===== src/rtl/cft_pkg.sv =====
package cft_pkg;
  localparam int DEF_TAG_W   = 16;
  localparam int DEF_SLOT_W  = 20;
  localparam int DEF_N_SLOTS = 12;

  function automatic int frame_len(int tag_w, int slot_w, int n_slots);
    return tag_w + slot_w * n_slots;
  endfunction
endpackage


===== src/rtl/cft_timing.sv =====
// Frame position tracker: slot number (0 = tag) and bit within the slot.
module cft_timing #(
  parameter int TAG_W   = 16,
  parameter int SLOT_W  = 20,
  parameter int N_SLOTS = 12,
  parameter int SW      = 4,
  parameter int BW      = 5
) (
  input  logic          clk,
  input  logic          rst,
  input  logic          link_active,
  output logic [SW-1:0] nslot,
  output logic [BW-1:0] nbit,
  output logic          at_last
);
  localparam logic [BW-1:0] TAG_LAST  = BW'(TAG_W - 1);
  localparam logic [BW-1:0] SLOT_LAST = BW'(SLOT_W - 1);
  localparam logic [SW-1:0] SLOT_MAX  = SW'(N_SLOTS);

  logic [SW-1:0] slot_q;
  logic [BW-1:0] bit_q;

  always_comb begin
    at_last = (slot_q == '0) ? (bit_q == TAG_LAST) : (bit_q == SLOT_LAST);
    if (at_last) begin
      nslot = (slot_q == SLOT_MAX) ? '0 : slot_q + 1'b1;
      nbit  = '0;
    end else begin
      nslot = slot_q;
      nbit  = bit_q + 1'b1;
    end
  end

  // Parked on the final bit of a frame so activation starts at tag bit 0.
  always_ff @(posedge clk) begin
    if (rst || !link_active) begin
      slot_q <= SLOT_MAX;
      bit_q  <= SLOT_LAST;
    end else begin
      slot_q <= nslot;
      bit_q  <= nbit;
    end
  end
endmodule


===== src/rtl/cft_tag_gen.sv =====
// Builds the tag word from the availability flags.
module cft_tag_gen #(
  parameter int TAG_W   = 16,
  parameter int N_SLOTS = 12
) (
  input  logic [N_SLOTS-1:0] avail,
  output logic [TAG_W-1:0]   tag
);
  always_comb begin
    tag          = '0;
    tag[TAG_W-1] = |avail;
    for (int k = 0; k < N_SLOTS; k++) begin
      tag[TAG_W-2-k] = avail[k];
    end
  end
endmodule


===== src/rtl/cft_shifter.sv =====
// Parallel-load, MSB-first serialiser with a registered output bit.
module cft_shifter #(
  parameter int SLOT_W = 20
) (
  input  logic              clk,
  input  logic              rst,
  input  logic              link_active,
  input  logic              load,
  input  logic [SLOT_W-1:0] load_word,
  output logic              sdata
);
  logic [SLOT_W-1:0] sh_q;

  always_ff @(posedge clk) begin
    if (rst || !link_active) begin
      sh_q  <= '0;
      sdata <= 1'b0;
    end else if (load) begin
      sdata <= load_word[SLOT_W-1];
      sh_q  <= {load_word[SLOT_W-2:0], 1'b0};
    end else begin
      sdata <= sh_q[SLOT_W-1];
      sh_q  <= {sh_q[SLOT_W-2:0], 1'b0};
    end
  end
endmodule


===== src/rtl/codec_frame_tx.sv =====
module codec_frame_tx #(
  parameter int TAG_W   = cft_pkg::DEF_TAG_W,
  parameter int SLOT_W  = cft_pkg::DEF_SLOT_W,
  parameter int N_SLOTS = cft_pkg::DEF_N_SLOTS
) (
  input  logic                           clk,
  input  logic                           rst,
  input  logic                           link_active,
  input  logic                           sync_force,
  input  logic [N_SLOTS-1:0]             slot_avail,
  input  logic [SLOT_W-1:0]              slot_data,
  input  logic                           slot_valid,
  output logic                           slot_ready,
  output logic [$clog2(N_SLOTS+1)-1:0]   slot_index,
  output logic                           sdata_out,
  output logic                           sync_out
);
  localparam int SW = $clog2(N_SLOTS + 1);
  localparam int BW = $clog2((SLOT_W > TAG_W) ? SLOT_W : TAG_W);
  localparam logic [SW-1:0] SLOT_MAX  = SW'(N_SLOTS);
  localparam logic [BW-1:0] TAG_LAST  = BW'(TAG_W - 1);
  localparam logic [BW-1:0] SLOT_LAST = BW'(SLOT_W - 1);

  logic [SW-1:0]      nslot;
  logic [BW-1:0]      nbit;
  logic               at_last;
  logic [TAG_W-1:0]   tag_word;
  logic [N_SLOTS-1:0] flags_q;
  logic [N_SLOTS:0]   flag_ext;
  logic               tag_load, any_load;
  logic [SLOT_W-1:0]  load_word;

  cft_timing #(
    .TAG_W(TAG_W), .SLOT_W(SLOT_W), .N_SLOTS(N_SLOTS), .SW(SW), .BW(BW)
  ) i_timing (
    .clk(clk), .rst(rst), .link_active(link_active),
    .nslot(nslot), .nbit(nbit), .at_last(at_last)
  );

  cft_tag_gen #(.TAG_W(TAG_W), .N_SLOTS(N_SLOTS)) i_tag (
    .avail(slot_avail), .tag(tag_word)
  );

  assign tag_load = (nslot == '0) && (nbit == '0);
  assign any_load = (nbit == '0);
  assign flag_ext = {flags_q, 1'b0};

  // Request the upcoming slot during the last bit of the current one.
  assign slot_ready = link_active && at_last && (nslot != '0) && flag_ext[nslot];
  assign slot_index = slot_ready ? nslot : '0;

  always_comb begin
    if (tag_load)
      load_word = SLOT_W'(tag_word) << (SLOT_W - TAG_W);
    else if (slot_ready && slot_valid)
      load_word = slot_data;
    else
      load_word = '0;
  end

  cft_shifter #(.SLOT_W(SLOT_W)) i_shift (
    .clk(clk), .rst(rst), .link_active(link_active),
    .load(any_load), .load_word(load_word), .sdata(sdata_out)
  );

  always_ff @(posedge clk) begin
    if (rst)
      flags_q <= '0;
    else if (link_active && tag_load)
      flags_q <= slot_avail;
  end

  always_ff @(posedge clk) begin
    if (rst)
      sync_out <= 1'b0;
    else if (!link_active)
      sync_out <= sync_force;
    else
      sync_out <= ((nslot == '0) && (nbit < TAG_LAST)) ||
                  ((nslot == SLOT_MAX) && (nbit == SLOT_LAST));
  end
endmodule


===== config.mk =====
export PLATFORM = sky130hd
export DESIGN_NAME = codec_frame_tx
export DESIGN_NICKNAME = d
export VERILOG_FILES = /design/src/rtl/cft_pkg.sv /design/src/rtl/cft_timing.sv /design/src/rtl/cft_tag_gen.sv /design/src/rtl/cft_shifter.sv /design/src/rtl/codec_frame_tx.sv
export SDC_FILE = /design/constraint.sdc
export NUM_CORES = 1
export LEC_CHECK = 0
export BUFFER_PORTS_ARGS = -buffer_cell sky130_fd_sc_hd__clkbuf_2
export CAP_MARGIN = 20
export CORE_MARGIN = 2
export CORE_UTILIZATION = 50
export DETAILED_ROUTE_END_ITERATION = 8
export PLACE_DENSITY = 0.71
export SLEW_MARGIN = 20
export SYNTH_ARGS = -nofsm -noshare
export SYNTH_HDL_FRONTEND = slang
export SYNTH_SLANG_ARGS = --single-unit

===== constraint.sdc =====
create_clock -name clk -period 5.5 [get_ports clk]
set_clock_uncertainty 0.15 [all_clocks]
set_input_delay 0.275 -clock clk [delete_from_list [all_inputs] [get_ports clk]]
set_output_delay 0.275 -clock clk [all_outputs]
set_load 0.005 [all_outputs]

# Word level (Yosys, flattened, before mapping)
# Cells that the tools add are included.
# Widths: inputs -> output; s select.
# totals
output_inout_bits	7
elab_cells	43
input_bits	37
reg_bits	43
# op_classes
n_mux	12
n_eq_ne	5
n_lt_le_gt_ge	2
n_reduce_logical	16
add_sub_neg	2
# ops
operator	count
$mux 20	3
$mux 4	3
$reduce_or 12->1	1
$eq 5x5->1 const B	2
$eq 4x4->1 const B	2
$logic_and 1x1->1	8
$logic_not 4->1	2
$add 5x1->5 const B	1
$eq 5x4->1 const B	1
$logic_not 5->1	1
$lt 4x5->1 const B	1
$lt 5x4->1 const B	1
$mux 5	1
$add 4x1->4 const B	1
$bmux 1 s4	1
$mux 1	4
$reduce_bool 4->1	1
$logic_or 1x1->1	2
$logic_not 1->1	1

# Depth between registers and ports, before layout
# Gate-level depths: netlist of the first run.
# depth
depth_word	10
ltp_mapped	12
ltp_nobuf	9

# Cells and area by module
# From an unflattened synthesis of the first run, not the netlist that was laid out.
# unflattened
cells_unflattened	297
area_unflattened_um2	2463.6
# by_module_without_submodules
module	area_each_um2	seq_area_each_um2	instances	cells_per_inst
codec_frame_tx	999.7	260.2	1	147
cft_shifter	708.2	400.4	1	65
cft_timing	615.6	180.2	1	65
cft_tag_gen	140.1	0.0	1	20

# Worst setup path before layout of the first run
# Ideal clock, no wire load.
# synth_timing
kind	register to output
from	register i_timing.slot_q[0]
to	output port slot_index[2]
n_path_buf	2
t_arrival_ns	2.729
setup_slack_ns	2.346
required_ns	5.075
path_stages_with_launch	11
path_cell_list	dfxtp_1 > buf_2 > inv_1 > ha_1 > a31oi_2 > mux4_2 > and2_1 > a2111oi_2 > a31oi_4 > buf_2 > and3_1
# synth_between
elab_chain_len	7
elab_cells_between_ends	13
cone_classes	add/sub (1); eq/ne (1); mux (6); reduce/logical (5)
# synth_lines
item	line_no	rtl
start, declared	cft_timing.sv:20	logic [SW-1:0] slot_q;
start signal, assigned	cft_timing.sv:40	slot_q <= nslot;
$add 4x1->4 (tied with other cells)	cft_timing.sv:26	nslot = (slot_q == SLOT_MAX) ? '0 : slot_q + 1'b1;
$mux 4 or $mux 1 (tied branches)	cft_timing.sv:26, cft_timing.sv:24	
$mux 4	cft_timing.sv:25	if (at_last) begin
$bmux 1 s4 or $reduce_bool 4->1 (tied branches)	codec_frame_tx.sv:49	assign slot_ready = link_active && at_last && (nslot != '0) && flag_ext[nslot];
$mux 1 (implied by the code) or $logic_and 1x1->1 (tied branches)	codec_frame_tx.sv:49	
$logic_and 1x1->1	codec_frame_tx.sv:49	
$mux 4 *	codec_frame_tx.sv:50	assign slot_index = slot_ready ? nslot : '0;
end, declared	codec_frame_tx.sv:14	output logic [$clog2(N_SLOTS+1)-1:0] slot_index,
# Every way passes the cells marked *; elsewhere a longest branch is shown, timed or not. The select of a mux whose other input is x is not followed.

# Worst setup path in the final report of the first run
# layout_timing
from	register i_timing.slot_q[0]
to	output port slot_index[1]
# The elaborated chain is that of the path after synthesis.

==> metrics.csv, run 1 <==
metric,value,unit
outcome,"complete, no violations",
crit_cells,10,
fill_cells,404,
max_stage_delay,0.55,ns
grt_pass1_vias,1918,
crit_type,reg -> out,
grt_pass1_wl,8742,µm
synth-edff-count,0,
synth_most_common_cell,dfxtp_1,
cts_setup_buffers,0,
track_usage,0.2157,
grt_max_degree,33,
clock-root-buffer,clkbuf_8,
period_share,0.7047,
crit_top_cell,and2_1,
finalSetupViolCount,0,
worst_slew_pin_slew,0.7763,ns
yosysTopAreaCellShare,0.3744,
start_util,0.5158,
drv_cap,0,
die_area,5044,µm²
drc,0,
p_comb_frac,0.275,
overflow,0,
worst_ir_drop_vdd,154.4,µV
drv_slew,0,
cp_slowest_cell,mux4_2,
finalHoldViolCount,0,
synthArstFlopShare,0,
ant_nets,0,
cts-htree-levels,2,
yosysWarningCount,0,
cp_max_fo,18,
crit_path_start_kind,flop,
p_int,0.4782,mW
die_w,71.02,µm
period_minus_slack,3.876,ns
syn_avg_cell_area,8.773,µm²
yosys-top-cells-count,"dfxtp_1 (42), a21oi_1 (33), nand3_1 (31)",
rsz0062_at_grt,false,
p_sw_frac,0.3286,
grt_antenna_before_repair,0,
instances_no_fill,343,
path_buf_inv,2,
synth.cell_area,2246,µm²
path_cells,inv_1 > ha_1 > a31oi_2 > mux4_2 > and2_1 > a2111oi_2 > a31oi_4 > and2_1 > nor2b_1 > clkbuf_2,
p_per_area,282.2,nW/µm²
die-height,71.02,µm
hpwl,3701,µm
crit_required,5.08,ns
pwr-share-seq,0.461,
reg2reg_depth,9,
n_antenna_cell,0,
cts-hold-fix-buffers,0,
min_path_type,in -> reg,
syn-num-nets,298,
cts.clk_slew.worst_paths,0.08,ns
crit_family,compound AO/OA/AOI/OAI gates,
drt_pass1_iterations,4,
p_sw,0.2341,mW
synth_top_area_cell,dfxtp_1,
yosysUniqueCellTypes,46,
clkPwrFrac,0.264,
ios,44,
cp.arrival,3.45,ns
dpl.cell_count,336,
yosys-top-cells-area,"dfxtp_1 (37%), a21oi_1 (7.4%), nand3_1 (6.9%)",
nets,333,
portBuffers,43,
end_kind,primary output,
core,4354,µm²
synth_cells,256,
synth_flop_cell,dfxtp_1,
post_drt_wl_per_cell,14.81,µm
rows,24,
viasPerCell,5.732,
cts_tree,yes,
max_freq,258.0,MHz
maxSlewHeadroom,0.4809,
cts_buffers,5,
clk_path_buf_depth,2,
place_congestion,0.8491,
regArea,840.8,µm²
wl,5081,µm
p_leak,1.065,nW
cts_resized,0,
multi_input_comb_area,1311,µm²
clk_latency,0.29,ns
num_vias,1966,
tns,0,ns
drive_above_1_share,0.2302,
ys_seq_elements,42,
syn_to_final_growth,12.37,%
ys_seq_area_frac,0.3744,
cts_sinks,42,
drt_iter0_markers,138,
min_path_cells,3,
[through the flow]
step                      area (µm²)  power (mW)  hold WS (ns)  setup WS [ns]    util
after floorplan                 2246      0.4869        0.1941          2.346       -
after global routing            2524      0.7527       0.03361          1.369  0.5796
after detailed placement        2442      0.5306        0.2880          1.924  0.5609
after global placement          2442      0.5283        0.2767          2.022  0.5609
final                           2524      0.7123       0.03043          1.624  0.5796
after CTS                       2519      0.7151       0.02852          1.612  0.5784
[placed cells by master, fill, tap and decap left out, types with 3 or more instances in the layout]
cell type and n:
a21oi_1 33, and2_1 3, and3_1 4, clkbuf_2 43, clkbuf_8 5, dfxtp_1 42
ha_1 5, inv_1 4, mux2i_1 14, mux4_2 4, nand2_1 17, nand2b_1 3
nand3_1 31, nor2_1 23, nor4_1 3, o21ai_0 21
[tightest hold or removal path, stage by stage]
cell	delay, ns
clkbuf_2	0.08
nand3_1	0.05
nor2_1	0.03
[state kept, by name, indices dropped and copies added, names as in the netlist]
| register | flops |
|---|---|
| sync_out | 1 |
| i_shift.sh_q | 19 |
| flags_q | 12 |
| i_shift.sdata | 1 |
| i_timing.bit_q | 5 |
| i_timing.slot_q | 4 |
[cells by family (layout without fill, tap and decap cells)]
logic type,Yosys count,after routing,synth area share
AOI/OAI and AO/OA,68,68,0.1911
DFF,42,42,0.3744
adders and majority gates,5,5,0.02786
buffers and inverters,19,54,0.04512
and+or+nand+nor,99,99,0.2357
xor gates and xnor gates,3,3,0.01170
muxes,20,20,0.1142
[routing by layer]
metal / part of all wire / track usage
met4: 0.012 / 0.07966
met5: 0 / 0
met1: 0.46 / 0.2769
met3: 0.044 / 0.04986
met2: 0.48 / 0.3551
[cell type report]
type	count	share of cell area
inverter	4	0.005949
timing repair buffer	43	0.08528
tap	52	0.02578
sequential	42	0.3332
multi-input combinational	195	0.5196
clock buffer	7	0.03024
[path summary, 6_finish.rpt]
| path | startpoint | endpoint | slack [ns] |
|---|---|---|---|
| hold reg to reg | i_shift.sh_q[1] | i_shift.sh_q[2] | 0.30 |
| setup / recovery | i_timing.slot_q[0] | slot_index[1] | 1.62 |
| setup reg to reg | i_timing.slot_q[0] | flags_q[10] | 2.02 |
| hold / removal | slot_data[0] | i_shift.sh_q[1] | 0.03 |
[power by group through the flow]
stage | logic (mW) | registers [mW] | clock network (mW)
2_1_floorplan | 0.155 | 0.332 | 0
3_3_place_gp | 0.193 | 0.335 | 0
3_5_place_dp | 0.195 | 0.335 | 0
4_1_cts | 0.196 | 0.328 | 0.191
5_1_grt | 0.217 | 0.330 | 0.205
6_report | 0.196 | 0.328 | 0.188
No activity file was read; power rests on OpenSTA's default activity.
==> run 2, diff against run 1 <==
==> constraint.sdc (replaced) <==
create_clock -name clk -period 3.7 [get_ports clk]
set_clock_uncertainty 0.15 [all_clocks]
set_input_delay 0.185 -clock clk [delete_from_list [all_inputs] [get_ports clk]]
set_output_delay 0.185 -clock clk [all_outputs]
set_load 0.005 [all_outputs]
==> run 2 against run 1 <==
  * Final cell count rose by 7.3%
  * Critical endpoint is now slot_index[0]
  * Highest routed layer unchanged
  * Wire length rose by 9.7%
  * Register-to-register slack got worse by 1.6 ns
  * First-iteration DRC count fell by 23%
  * Critical path type unchanged
  * Non-clock buffer count rose by 24
  * Flip-flop and latch count did not move
  * Critical path depth did not move
  * Via count rose by 6.2%
==> metrics.csv, run 2 (synthesis results as in run 1) <==
metric,value,unit
drt_iter0_markers,106,
min_path_type,in -> reg,
drive_above_1_share,0.2373,
crit_cells,10,
crit_top_cell,and2_1,
cts_tree,yes,
path_cells,inv_1 > ha_1 > a31oi_2 > mux4_2 > and2_1 > a2111oi_2 > a31oi_4 > and2_1 > nor2b_1 > clkbuf_2,
setup_slack,0.2132,ns
ios,44,
overflow,0,
rsz0062_at_grt,false,
finalHoldViolCount,0,
clock-root-buffer,clkbuf_8,
drv_cap,0,
max_freq,286.8,MHz
cts.clk_slew.worst_paths,0.09,ns
cp.arrival,3.15,ns
ant_nets,0,
period_minus_slack,3.487,ns
cts_sinks,42,
core,4354,µm²
p_leak,1.202,nW
cts_setup_buffers,0,
crit_type,reg -> out,
path_buf_inv,2,
drv_slew,0,
start_util,0.5158,
final_cell_mix,"clkbuf_2 (43), dfxtp_1 (40), a21oi_1 (33)",
track_usage,0.2295,
top_register,i_shift.sh_q,
drc,0,
crit_family,compound AO/OA/AOI/OAI gates,
cts-htree-levels,2,
num_vias,2087,
finalSetupViolCount,0,
crit_required,3.37,ns
hpwl,3780,µm
wl,5572,µm
grt_max_degree,33,
clk_path_buf_depth,2,
drt_pass1_iterations,4,
p_per_area,445.8,nW/µm²
cp_slowest_cell,mux4_2,
postLayoutCoreUtil,0.6489,
cts_buffers,5,
die_w,71.02,µm
die-height,71.02,µm
min_path_cells,3,
portBuffers,43,
reg.largest.list,"i_shift.sh_q (19), flags_q (12), i_timing.bit_q (5)",
dp_slack,0.3793,ns
largest_reg_flops,19,
fin_area,2825,µm²
worst_slew_pin_slew,0.8011,ns
syn_to_final_growth,25.79,%
place_congestion,0.8394,
final_common_cell,clkbuf_2,
maxSlewHeadroom,0.4644,
grt_antenna_before_repair,0,
max_stage_delay,0.51,ns
power,1.259,mW
period_share,0.9424,
tns,0,ns
reg2reg_depth,10,
rows,24,
die_area,5044,µm²
n_antenna_cell,0,
post_drt_wl_per_cell,15.14,µm
place_area,2465,µm²
grt_pass1_vias,2090,
viasPerCell,5.671,
end_kind,primary output,
outcome,"complete, no violations",
grt_pass1_wl,9425,µm
nets,357,
clk_latency,0.29,ns
crit_path_start_kind,flop,
worst_ir_drop_vdd,309.9,µV
cp_max_fo,18,
## run 2: per-stage QoR
| stage | hold WS, ns | cells |
|---|---|---|
| floorplan | 0.1041 | 256 |
| global placement | 0.2525 | 339 |
| detailed placement | 0.2541 | 339 |
| CTS | 0.009799 | 367 |
| global route | 0.03328 | 368 |
| finish | 0.02144 | 368 |
## run 2: repair_timing
| item | 4_1_cts | 5_1_grt |
|---|---|---|
| hold endpoints to repair | 20 | 1 |
| gates resized for setup | 0 | 3 |
| endpoints found under the setup margin | 0 | 5 |
| hold buffers | 20 | 1 |
## run 2: final cells by class
type / instances / area, µm²
clock inverters: 2 / 60.06
flip-flops and latches: 42 / 843.3
repair buffers: 67 / 447.9
fillers: 353 / 1529
inverters: 4 / 15.01
multi-input cells: 195 / 1311
well taps: 52 / 65.06
clock buffers: 6 / 82.58
## run 2: power by group
part	switching [mW]	internal [mW]
clock network	0.163	0.288
logic	0.194	0.126
registers	0.0154	0.473
total	0.372	0.888
## run 2: worst min-delay path, stage by stage
cell	delay, ns
clkbuf_2	0.11
mux2i_1	0.07
nor2_1	0.07
## run 2: metal layers
| metal | GRT usage | routed length [µm] | up-vias |
|---|---|---|---|
| li1 | - | - | 1047 |
| met1 | 0.2814 | 2579 | 987 |
| met2 | 0.4102 | 2743 | 47 |
| met3 | 0.04986 | 198 | 6 |
| met4 | 0.05451 | 51 | 0 |
| met5 | 0 | 0 | - |
## run 2: final timing paths
kind	slack [ns]	endpoint	startpoint
worst max register to register	0.47	flags_q[6]	i_timing.slot_q[0]
worst min register to register	0.30	i_shift.sh_q[2]	i_shift.sh_q[1]
worst max-delay path	0.21	slot_index[0]	i_timing.slot_q[0]
worst min-delay path	0.02	flags_q[11]	slot_avail[11]
